**src/rtl/dma_irq_pkg.sv**
```systemverilog
// Shared constants for the DMA interrupt register block.
// Assumes the status vector is at least 11 bits wide, because fixed bit positions are used.
package dma_irq_pkg;
    localparam int unsigned OFS_STATUS   = 'h100;
    localparam int unsigned OFS_MASK     = 'h104;
    localparam int unsigned OFS_UNMASK   = 'h108;
    localparam int unsigned OFS_SILENCE  = 'h10C;
    localparam int unsigned OFS_SRC_ACCT = 'h190;
    localparam int unsigned OFS_DST_ACCT = 'h194;

    localparam int unsigned BIT_BAD_ACCESS   = 0;
    localparam int unsigned BIT_SRC_ACCT_ERR = 4;
    localparam int unsigned BIT_DST_ACCT_ERR = 5;
endpackage

```
**src/rtl/irq_acct_counter.sv**
```systemverilog
// Clear-on-read saturating counter of finished completion-interrupt descriptors.
// Assumes bump_i and drain_i are single-cycle strobes. A drain that coincides with a bump restarts the count at 1.
module irq_acct_counter #(
    parameter int unsigned CNT_W = 8
) (
    input  logic             clk,
    input  logic             rst_n,
    input  logic             bump_i,
    input  logic             drain_i,
    output logic [CNT_W-1:0] count_o,
    output logic             sat_hit_o
);
    localparam logic [CNT_W-1:0] CNT_MAX = '1;

    logic [CNT_W-1:0] count_q;

    // Flags an increment that is lost because the counter is full.
    assign sat_hit_o = bump_i && !drain_i && (count_q == CNT_MAX);
    assign count_o   = count_q;

    // Counts bumps, saturates at full scale, and restarts on a drain.
    always_ff @(posedge clk) begin
        if (!rst_n) begin
            count_q <= '0;
        end else if (drain_i) begin
            count_q <= bump_i ? CNT_W'(1) : '0;
        end else if (bump_i && (count_q != CNT_MAX)) begin
            count_q <= count_q + CNT_W'(1);
        end
    end


    sat_hold_chk: assert property (@(posedge clk) disable iff (!rst_n)
        (bump_i && !drain_i && count_q == CNT_MAX) |=> (count_q == CNT_MAX));

    drain_zero_chk: assert property (@(posedge clk) disable iff (!rst_n)
        (drain_i && !bump_i) |=> (count_q == '0));

    drain_restart_chk: assert property (@(posedge clk) disable iff (!rst_n)
        (drain_i && bump_i) |=> (count_q == CNT_W'(1)));
endmodule

```
**src/rtl/irq_status_mask.sv**
```systemverilog
// Sticky status bits with write-one-to-clear, and a mask that separate set and clear strobes update.
// Assumes the unmask and silence strobes never occur together, because they come from one address port.
module irq_status_mask #(
    parameter int unsigned NSRC = 12
) (
    input  logic            clk,
    input  logic            rst_n,
    input  logic [NSRC-1:0] set_i,
    input  logic            clr_en_i,
    input  logic [NSRC-1:0] clr_bits_i,
    input  logic            unmask_en_i,
    input  logic [NSRC-1:0] unmask_bits_i,
    input  logic            silence_en_i,
    input  logic [NSRC-1:0] silence_bits_i,
    output logic [NSRC-1:0] status_o,
    output logic [NSRC-1:0] mask_o
);
    logic [NSRC-1:0] status_q;
    logic [NSRC-1:0] mask_q;
    logic [NSRC-1:0] clr_eff;

    // Selects the bits a status write clears.
    assign clr_eff = clr_en_i ? clr_bits_i : '0;

    // Updates the status; a set in the same cycle wins over a clear.
    always_ff @(posedge clk) begin
        if (!rst_n) status_q <= '0;
        else        status_q <= (status_q & ~clr_eff) | set_i;
    end

    // Updates the mask; it resets with every source suppressed.
    always_ff @(posedge clk) begin
        if (!rst_n)            mask_q <= '1;
        else if (unmask_en_i)  mask_q <= mask_q & ~unmask_bits_i;
        else if (silence_en_i) mask_q <= mask_q | silence_bits_i;
    end

    assign status_o = status_q;
    assign mask_o   = mask_q;


    set_wins_chk: assert property (@(posedge clk) disable iff (!rst_n)
        (set_i != '0) |=> ((status_q & $past(set_i)) == $past(set_i)));

    clr_bits_chk: assert property (@(posedge clk) disable iff (!rst_n)
        (clr_en_i && set_i == '0) |=> ((status_q & $past(clr_bits_i)) == '0));

    status_hold_chk: assert property (@(posedge clk) disable iff (!rst_n)
        (!clr_en_i && set_i == '0) |=> $stable(status_q));

    unmask_chk: assert property (@(posedge clk) disable iff (!rst_n)
        unmask_en_i |=> ((mask_q & $past(unmask_bits_i)) == '0));

    silence_chk: assert property (@(posedge clk) disable iff (!rst_n)
        (silence_en_i && !unmask_en_i) |=> ((mask_q & $past(silence_bits_i)) == $past(silence_bits_i)));
endmodule

```
**src/rtl/dma_irq_regs.sv**
```systemverilog
// Interrupt status, mask and completion accounting registers for one DMA channel.
// Assumes NSRC <= DATA_W, CNT_W <= DATA_W and NSRC > 10. Read data is registered and holds between reads.
module dma_irq_regs
    import dma_irq_pkg::*;
#(
    parameter int unsigned ADDR_W = 12,
    parameter int unsigned DATA_W = 32,
    parameter int unsigned NSRC   = 12,
    parameter int unsigned CNT_W  = 8
) (
    input  logic              clk,
    input  logic              rst_n,
    input  logic [ADDR_W-1:0] reg_addr,
    input  logic              reg_wr_en,
    input  logic [DATA_W-1:0] reg_wr_data,
    input  logic              reg_rd_en,
    output logic [DATA_W-1:0] reg_rd_data,
    input  logic [NSRC-1:0]   evt_pulse,
    input  logic              src_acct_inc,
    input  logic              dst_acct_inc,
    output logic              irq
);
    localparam int unsigned NSIDE = 2;

    logic hit_status, hit_mask, hit_unmask, hit_silence;
    logic [NSIDE-1:0] hit_acct;
    logic [NSIDE-1:0] acct_bump;
    logic [NSIDE-1:0] acct_sat;
    logic [CNT_W-1:0] acct_cnt [NSIDE];
    logic wr_ok, rd_ok, bad_access;
    logic [NSRC-1:0] set_vec;
    logic [NSRC-1:0] status;
    logic [NSRC-1:0] mask;
    logic [DATA_W-1:0] rd_next;
    logic [DATA_W-1:0] rd_q;
    logic irq_q;
    logic unused_wr_hi;

    // Decodes the register address.
    assign hit_status  = (reg_addr == ADDR_W'(OFS_STATUS));
    assign hit_mask    = (reg_addr == ADDR_W'(OFS_MASK));
    assign hit_unmask  = (reg_addr == ADDR_W'(OFS_UNMASK));
    assign hit_silence = (reg_addr == ADDR_W'(OFS_SILENCE));
    assign hit_acct[0] = (reg_addr == ADDR_W'(OFS_SRC_ACCT));
    assign hit_acct[1] = (reg_addr == ADDR_W'(OFS_DST_ACCT));
    assign acct_bump   = {dst_acct_inc, src_acct_inc};

    // Flags accesses that have no register in their direction.
    assign wr_ok      = hit_status | hit_unmask | hit_silence;
    assign rd_ok      = hit_status | hit_mask | (|hit_acct);
    assign bad_access = (reg_wr_en & ~wr_ok) | (reg_rd_en & ~rd_ok);

    assign unused_wr_hi = ^reg_wr_data[DATA_W-1:NSRC];

    // Builds one accounting counter per side; side 0 is the source side.
    for (genvar side = 0; side < NSIDE; side++) begin : g_acct
        irq_acct_counter #(.CNT_W(CNT_W)) u_cnt (
            .clk       (clk),
            .rst_n     (rst_n),
            .bump_i    (acct_bump[side]),
            .drain_i   (reg_rd_en & hit_acct[side]),
            .count_o   (acct_cnt[side]),
            .sat_hit_o (acct_sat[side])
        );
    end

    // Merges external events with internally detected errors.
    always_comb begin
        set_vec = evt_pulse;
        set_vec[BIT_SRC_ACCT_ERR] = set_vec[BIT_SRC_ACCT_ERR] | acct_sat[0];
        set_vec[BIT_DST_ACCT_ERR] = set_vec[BIT_DST_ACCT_ERR] | acct_sat[1];
        set_vec[BIT_BAD_ACCESS]   = set_vec[BIT_BAD_ACCESS] | bad_access;
    end

    irq_status_mask #(.NSRC(NSRC)) u_stat (
        .clk            (clk),
        .rst_n          (rst_n),
        .set_i          (set_vec),
        .clr_en_i       (reg_wr_en & hit_status),
        .clr_bits_i     (reg_wr_data[NSRC-1:0]),
        .unmask_en_i    (reg_wr_en & hit_unmask),
        .unmask_bits_i  (reg_wr_data[NSRC-1:0]),
        .silence_en_i   (reg_wr_en & hit_silence),
        .silence_bits_i (reg_wr_data[NSRC-1:0]),
        .status_o       (status),
        .mask_o         (mask)
    );

    // Selects the read value; unmapped addresses read as zero.
    always_comb begin
        rd_next = '0;
        if (hit_status)  rd_next = DATA_W'(status);
        if (hit_mask)    rd_next = DATA_W'(mask);
        if (hit_acct[0]) rd_next = DATA_W'(acct_cnt[0]);
        if (hit_acct[1]) rd_next = DATA_W'(acct_cnt[1]);
    end

    // Captures read data on a read strobe and holds it otherwise.
    always_ff @(posedge clk) begin
        if (!rst_n)         rd_q <= '0;
        else if (reg_rd_en) rd_q <= rd_next;
    end

    // Registers the combined interrupt from the unmasked status.
    always_ff @(posedge clk) begin
        if (!rst_n) irq_q <= 1'b0;
        else        irq_q <= |(status & ~mask);
    end

    assign reg_rd_data = rd_q;
    assign irq         = irq_q;


    irq_quiet_chk: assert property (@(posedge clk) disable iff (!rst_n)
        (&mask) |=> !irq);

    irq_raise_chk: assert property (@(posedge clk) disable iff (!rst_n)
        ((status & ~mask) != '0) |=> irq);

    bad_write_chk: assert property (@(posedge clk) disable iff (!rst_n)
        (reg_wr_en && reg_addr != ADDR_W'(OFS_STATUS) && reg_addr != ADDR_W'(OFS_UNMASK)
         && reg_addr != ADDR_W'(OFS_SILENCE)) |=> status[BIT_BAD_ACCESS]);

    rd_unmapped_chk: assert property (@(posedge clk) disable iff (!rst_n)
        (reg_rd_en && reg_addr == '0) |=> (reg_rd_data == '0));

    rd_hold_chk: assert property (@(posedge clk) disable iff (!rst_n)
        !reg_rd_en |=> $stable(reg_rd_data));
endmodule

```
**config.mk**
```make
export PLATFORM = sky130hd
export DESIGN_NAME = dma_irq_regs
export DESIGN_NICKNAME = d
export VERILOG_FILES = /design/src/rtl/dma_irq_pkg.sv /design/src/rtl/irq_acct_counter.sv /design/src/rtl/irq_status_mask.sv /design/src/rtl/dma_irq_regs.sv
export SDC_FILE = /design/constraint.sdc
export NUM_CORES = 1
export LEC_CHECK = 0
export BUFFER_PORTS_ARGS = -buffer_cell sky130_fd_sc_hd__buf_2
export CAP_MARGIN = 10
export CORE_UTILIZATION = 45
export DETAILED_ROUTE_END_ITERATION = 8
export PLACE_DENSITY = 0.72
export REMOVE_ABC_BUFFERS = 1
export SLEW_MARGIN = 10
export SYNTH_ARGS = -nofsm -noshare
export SYNTH_HDL_FRONTEND = slang
export SYNTH_SLANG_ARGS = --single-unit
```
**constraint.sdc**
```tcl
create_clock -name clk -period 3.7 [get_ports clk]
set_clock_uncertainty 0.2 [all_clocks]
set_input_delay 0 -clock clk [delete_from_list [all_inputs] [get_ports clk]]
set_output_delay 0 -clock clk [all_outputs]
set_load 0.005 [all_outputs]
```
==> results of run 1 <==
[cell usage in the layout (no fill, tap or decap), types with 3 or more instances in the layout]
master         netlist  layout
nor2_1              28      28
inv_1               17      17
a21boi_0             8       8
o21a_1               9       9
nand3b_1             4       4
nand4_1              7       7
buf_2                3      54
nor3_1               4       4
nand3_1              5       5
clkbuf_8             0       6
conb_1               1      20
dlygate4sd3_1        0      45
buf_4               21       3
and3_1               4       4
xnor2_1              4       4
a2bb2oi_1            9       9
a31oi_1              3       3
o31ai_1              8       8
dfxtp_1             53      53
o21ai_0              8       8
a311oi_1             3       3
mux2i_1              6       6
a21oi_1             27      27
a211oi_1             4       4
a22oi_1              8       8
a221oi_1             3       3
o22ai_1              3       3
nand2_1             12      12
a311o_1             12      12
[area by class of cell]
type	count	area share (%)
Inverter	18	1.88
Clock inverter	2	1.04
Timing Repair Buffer	102	20.6
Multi-Input combinational cell	234	42.1
Clock buffer	6	2.29
Tap cell	75	2.61
Sequential cell	53	29.5
[critical path, stage by stage]
cell and delay [ns]:
dlygate4sd3_1 0.53, buf_2 0.12, or4b_1 0.68, or4_1 0.55, a21o_1 0.19, a22o_1 0.17
dlygate4sd3_1 0.55
[through the flow]
step | worst slack, ns | hold WS [ns] | power, mW
5_1_grt | 0.850 | 0.0669 | 1.21
3_3_place_gp | 1.65 | 0.00738 | 0.719
2_1_floorplan | 1.42 | -0.0825 | 0.665
4_1_cts | 0.920 | 0.0398 | 1.17
6_report | 0.903 | 0.0426 | 1.16
3_5_place_dp | 1.62 | 0.0122 | 0.720
[path summary, 6_finish.rpt]
check                                  start            endpoint  slack (ns)  cells past startpoint
setup / recovery                 reg_addr[9]  u_stat.status_o[0]        0.90                      7
hold / removal                         rst_n     reg_rd_data[10]        0.04                      3
setup reg to reg  g_acct[1].u_cnt.count_o[0]  u_stat.status_o[5]        1.43                      5
hold reg to reg              reg_rd_data[10]     reg_rd_data[10]        0.26                      2
[power breakdown]
| part | leakage, nW | switching, mW | internal [mW] | total, mW |
|---|---|---|---|---|
| Clock | 0.0574 | 0.193 | 0.220 | 0.414 |
| Combinational | 1.01 | 0.0728 | 0.0821 | 0.155 |
| Sequential | 0.432 | 0.0116 | 0.583 | 0.595 |
| Total | 1.50 | 0.278 | 0.886 | 1.16 |
[per-layer routing]
metal  up-vias  track usage [%]
li1       1349                -
met1      1281             28.2
met2        99             38.7
met3         8             3.48
met4         0             6.07
met5         -                0
[cells by family (layout without fill, tap and decap cells)]
logic type | Yosys count | in the layout
compound gates | 118 | 118
simple gates | 84 | 84
buf+inv | 56 | 128
flops | 53 | 53
mux | 6 | 6
xor+xnor | 4 | 4
fa+ha+maj | 2 | 2
other cells | 1 | 20
==> impl_metrics.json, run 1 <==
{
  "status": "complete, no violations",
  "grt_util_all_layers_pct": 22.2,
  "hold_class": "in2reg",
  "grt_max_degree": 31,
  "clock.fmax_mhz": 357,
  "dp.cells": 437,
  "antennaDiodeCount": 0,
  "grt_pass1_vias": 2445,
  "power.density_mw_per_mm2": 323,
  "peakVddDrop_mv": 0.200,
  "drt_iter0_drc": 141,
  "cts_resized": 0,
  "ctsRootBufferMaster": "clkbuf_8",
  "yosysMostFrequentCell": "dfxtp_1",
  "nFillCells": 556,
  "synth_edf_count": 0,
  "maxSlewHeadroom_pct": 46.4,
  "post-route-period-util_pct": 75.6,
  "arrival_ns": 2.80,
  "drive_gt1_share_pct": 17.3,
  "multi_input_area_sq_mm": 0.00151,
  "path_max_fanout": 6,
  "synth-simple-area-share_pct": 17.0,
  "leakage_nw": 1.50,
  "netlist-cell-type-count": 56,
  "overflow": 0,
  "io_pins": 95,
  "synth_mux_area_share_pct": 2.14,
  "drc": 0,
  "dpl.hpwl_mm": 4.69,
  "rsz0062_at_grt": "no",
  "dpl_cell_area_sq_mm": 0.00303,
  "syn_area_sq_mm": 0.00281,
  "met3_length_um": 330,
  "routedWlPerCell_um": 14.2,
  "cts_sinks": 53,
  "yosys.area_share.adder_pct": 0.890,
  "critPathKind": "in2reg",
  "area_growth_syn_to_layout_pct": 28.0,
  "dieArea_sq_mm": 0.00657,
  "synth-main-ff-cell": "dfxtp_1",
  "initial_core_util_pct": 46.9,
  "hold_viol": 0,
  "dr_wl_met2_mm": 3.34,
  "htreeDepth": 2,
  "critPathRequiredTime_ns": 3.70,
  "worstMarginPinSlew_ns": 0.802,
  "fin_util_pct": 60.1,
  "synth.top_cells.by_count": "dfxtp_1, nor2_1, a21oi_1",
  "drt-met1-wl_mm": 3.21,
  "path_clk_slew_ns": 0.09,
  "antenna_left": 0,
  "finalInstanceArea_sq_mm": 0.00360,
  "clk_latency_ns": 0.30,
  "synth_xor_area_share_pct": 1.25,
  "core-area_sq_mm": 0.00599,
  "final_cells": 490,
  "die_h_um": 81.0,
  "yosys.area.top_type": "dfxtp_1",
  "layout.nets": 478,
  "fp.dieW_um": 81.0,
  "finalSetupTns_ns": 0,
  "cts_made_buffers": 5,
  "port_buffers": 54,
  "critPathLaunchType": "input pin",
  "synth.top_cell.area_share_pct": 37.7,
  "regArea_sq_mm": 0.00106,
  "final_max_slew_viol_count": 0,
  "dr.pass1.iters": 6,
  "synth-compound-area-share_pct": 30.0,
  "place.gp.congestion": 0.819,
  "endpoint_kind": "flip-flop",
  "ys_ff_latch": 53,
  "synth_top_family_by_area": "compound AO/OA/AOI/OAI gates",
  "synth_warnings": 0,
  "period_minus_slack_ns": 2.80,
  "max_cap_violations": 0,
  "ys_seq_area_share_pct": 37.7,
  "async_flop_share_pct": 0,
  "synthCells": 324,
  "post_cts_buffers": 0,
  "drt_wl_total_mm": 6.96,
  "ys_top_cells_by_area": "dfxtp_1, buf_4, a21oi_1",
  "setup_viol": 0,
  "avgViaCountPerCell": 5.59,
  "antenna_found_initial": 0,
  "avgSynthCellArea_sq_um": 8.68,
  "vias": 2737,
  "cts.path.max_buffers": 2,
  "cts_tree": "done",
  "row_count": 28,
  "postCtsHoldBufs": 45,
  "grt_pass1_wl_mm": 11.4,
  "routed.top_layer": "met4"
}
(Power assumes the default switching activity.)
==> run 2: changes to the inputs <==
- ABC_AREA: unset -> 1
- PLACE_DENSITY: 0.72 -> 0.7
- clock period: 3.7 -> 2.7 ns (I/O delays scaled with it)
==> run 2 against run 1 <==
Synthesized area grew 11%. Global-route usage grew 1.6 points. First-iteration DRC count grew 21%. Die area grew 11%. Critical path depth grew 5. Final area grew 14%.
==> impl_metrics.json, run 2 <==
{
  "status": "complete, no violations",
  "dr.pass1.iters": 4,
  "maxSlewHeadroom_pct": 63.9,
  "cts_tree": "done",
  "vias": 3368,
  "async_flop_share_pct": 0,
  "synth_warnings": 0,
  "drive_gt1_share_pct": 15.2,
  "grt_max_degree": 23,
  "critPathRequiredTime_ns": 2.76,
  "power.density_mw_per_mm2": 364,
  "leakage_nw": 1.95,
  "cts_sinks": 53,
  "initial_core_util_pct": 47.8,
  "port_buffers": 54,
  "mostFrequentLayoutCells": "nand2_1, inv_1, dlygate4sd3_1",
  "internal-power_mw": 1.11,
  "fin_ws_ns": 0.190,
  "htreeDepth": 2,
  "routedWlPerCell_um": 12.6,
  "holdWs_ns": 0.106,
  "power_frac_comb_pct": 14.6,
  "path_max_fanout": 13,
  "netlist-cell-type-count": 34,
  "cts.path.max_buffers": 2,
  "post-route-period-util_pct": 93.0,
  "synth.top_cell.area_share_pct": 34.0,
  "finalSetupTns_ns": 0,
  "hold_class": "in2reg",
  "place.gp.congestion": 0.843,
  "critPathLaunchType": "input pin",
  "synth-main-ff-cell": "dfxtp_1",
  "max_cap_violations": 0,
  "drt_wl_total_mm": 8.41,
  "final_max_slew_viol_count": 0,
  "layout.nets": 656,
  "avgSynthCellArea_sq_um": 6.57,
  "arrival_ns": 2.57,
  "p_seq_share_pct": 54.2,
  "die_h_um": 85.3,
  "fp.dieW_um": 85.3,
  "setup_viol": 0,
  "synth_edf_count": 0,
  "row_count": 29,
  "grt_pass1_wl_mm": 13.9,
  "io_pins": 95,
  "critPathKind": "in2reg",
  "path_clk_slew_ns": 0.09,
  "fin_util_pct": 63.1,
  "worstMarginPinSlew_ns": 0.539,
  "peakVddDrop_mv": 0.210,
  "pre_cts_slack_ns": 0.854,
  "grt_util_all_layers_pct": 23.8,
  "clk_latency_ns": 0.31,
  "clock.fmax_mhz": 398,
  "nFillCells": 591,
  "period_minus_slack_ns": 2.51,
  "drc": 0,
  "syn_area_sq_mm": 0.00312,
  "p_sw_share_pct": 26.2,
  "ctsRootBufferMaster": "clkbuf_8",
  "drt_iter0_drc": 170,
  "ys_top_cells_by_area": "dfxtp_1, nand2_1, inv_1",
  "avgViaCountPerCell": 5.03,
  "ys_ff_latch": 53,
  "core-area_sq_mm": 0.00653,
  "dpl.hpwl_mm": 5.32,
  "synth.top_cells.by_count": "nand2_1, inv_1, dfxtp_1",
  "cts_made_buffers": 5,
  "dieArea_sq_mm": 0.00728,
  "p_total_mw": 1.50,
  "yosys.area.top_type": "dfxtp_1",
  "grt_pass1_vias": 3135,
  "rsz0062_at_grt": "no",
  "mostFrequentLayoutCell": "nand2_1",
  "antenna_found_initial": 0,
  "overflow": 0,
  "antenna_left": 0,
  "p_sw_uw": 393,
  "yosysMostFrequentCell": "nand2_1",
  "clkPwrFrac_pct": 31.3,
  "area_growth_syn_to_layout_pct": 32.0,
  "ys_seq_area_share_pct": 34.0,
  "synthCells": 475,
  "antennaDiodeCount": 0,
  "hold_viol": 0,
  "endpoint_kind": "flip-flop"
}
[run 2: cell count changes in the layout (fill, tap and decap cells not counted), sizes merged, moves of 10 or more]
| cell | before | now |
|---|---|---|
| nand3 | 5 | 51 |
| a311o | 12 | 0 |
| o21ai | 10 | 27 |
| a21boi | 10 | 0 |
| nor2 | 28 | 58 |
| a21oi | 27 | 37 |
| nand2 | 12 | 96 |
| dlygate4sd3 | 45 | 69 |
| inv | 17 | 77 |
[run 2: through the flow]
step | instances | cell area [sq um]
2_1_floorplan | 459 | 2950
3_3_place_gp | 593 | 3340
3_5_place_dp | 593 | 3340
4_1_cts | 669 | 4120
5_1_grt | 669 | 4120
6_report | 669 | 4120
[run 2: logic make-up (layout without fill, tap and decap cells)]
| logic type | Yosys count | after routing | share of synthesized area [%] |
|---|---|---|---|
| and+or+nand+nor | 226 | 226 | 34.3 |
| buffers and inverters | 113 | 211 | 17.1 |
| AOI/OAI and AO/OA | 78 | 78 | 13.2 |
| other | 1 | 20 | 0.120 |
| adders and majority gates | 2 | 2 | 0.801 |
| DFF | 53 | 53 | 34.0 |
| xor gates and xnor gates | 2 | 2 | 0.561 |
[run 2: area by class of cell]
cell class              count  area [sq um]  share of cell area (%)
multi-input cells         328          1600                    38.8
flip-flops and latches     53          1060                    25.7
repair buffers            126           983                    23.9
inverters                  78           295                    7.16
well taps                  77          96.3                    2.34
clock buffers               7          86.3                    2.09
[run 2: repair_timing]
item,CTS,global route
hold endpoints to repair,40,0
resized for setup,0,1
endpoints found under the setup margin,0,3
buffers inserted,0,0
hold buffers,69,0
[run 2: worst paths after layout]
check | startpoint | endpoint | slack (ns) | cells after the start
min | reg_addr[4] | g_acct[1].u_cnt.count_o[6] | 0.11 | 7
min reg2reg | reg_rd_data[9] | reg_rd_data[9] | 0.27 | 2
max reg2reg | g_acct[1].u_cnt.count_o[0] | g_acct[1].u_cnt.count_o[1] | 0.44 | 8
max | reg_addr[9] | flip-flop | 0.19 | 12
[run 2: metal layers]
layer / wire (um) / share of wire, % / vias up / track usage, %
li1: - / - / 1715 / -
met1: 3790 / 45 / 1533 / 30.4
met2: 4080 / 49 / 110 / 42.2
met3: 434 / 5.2 / 10 / 3.31
met4: 107 / 1.3 / 0 / 6.52
met5: 0 / 0 / - / 0
[run 2: power by group through the flow]
stage / sequential (mW) / clock [mW] / combinational, mW
after floorplan: 0.826 / 0 / 0.0882
after global placement: 0.828 / 0 / 0.153
after detailed placement: 0.829 / 0 / 0.156
after CTS: 0.811 / 0.473 / 0.210
after global routing: 0.814 / 0.506 / 0.244
final: 0.812 / 0.469 / 0.218
[run 2: worst max-delay path: stages]
cell	delay, ns
buf_2	0.10
inv_1	0.05
nand2_2	0.08
nor2_8	0.19
nand2_4	0.09
nor3_2	0.11
nand2_1	0.34
inv_4	0.28
nand3_1	0.10
dlygate4sd3_1	0.59
nand3_1	0.09
dlygate4sd3_1	0.54
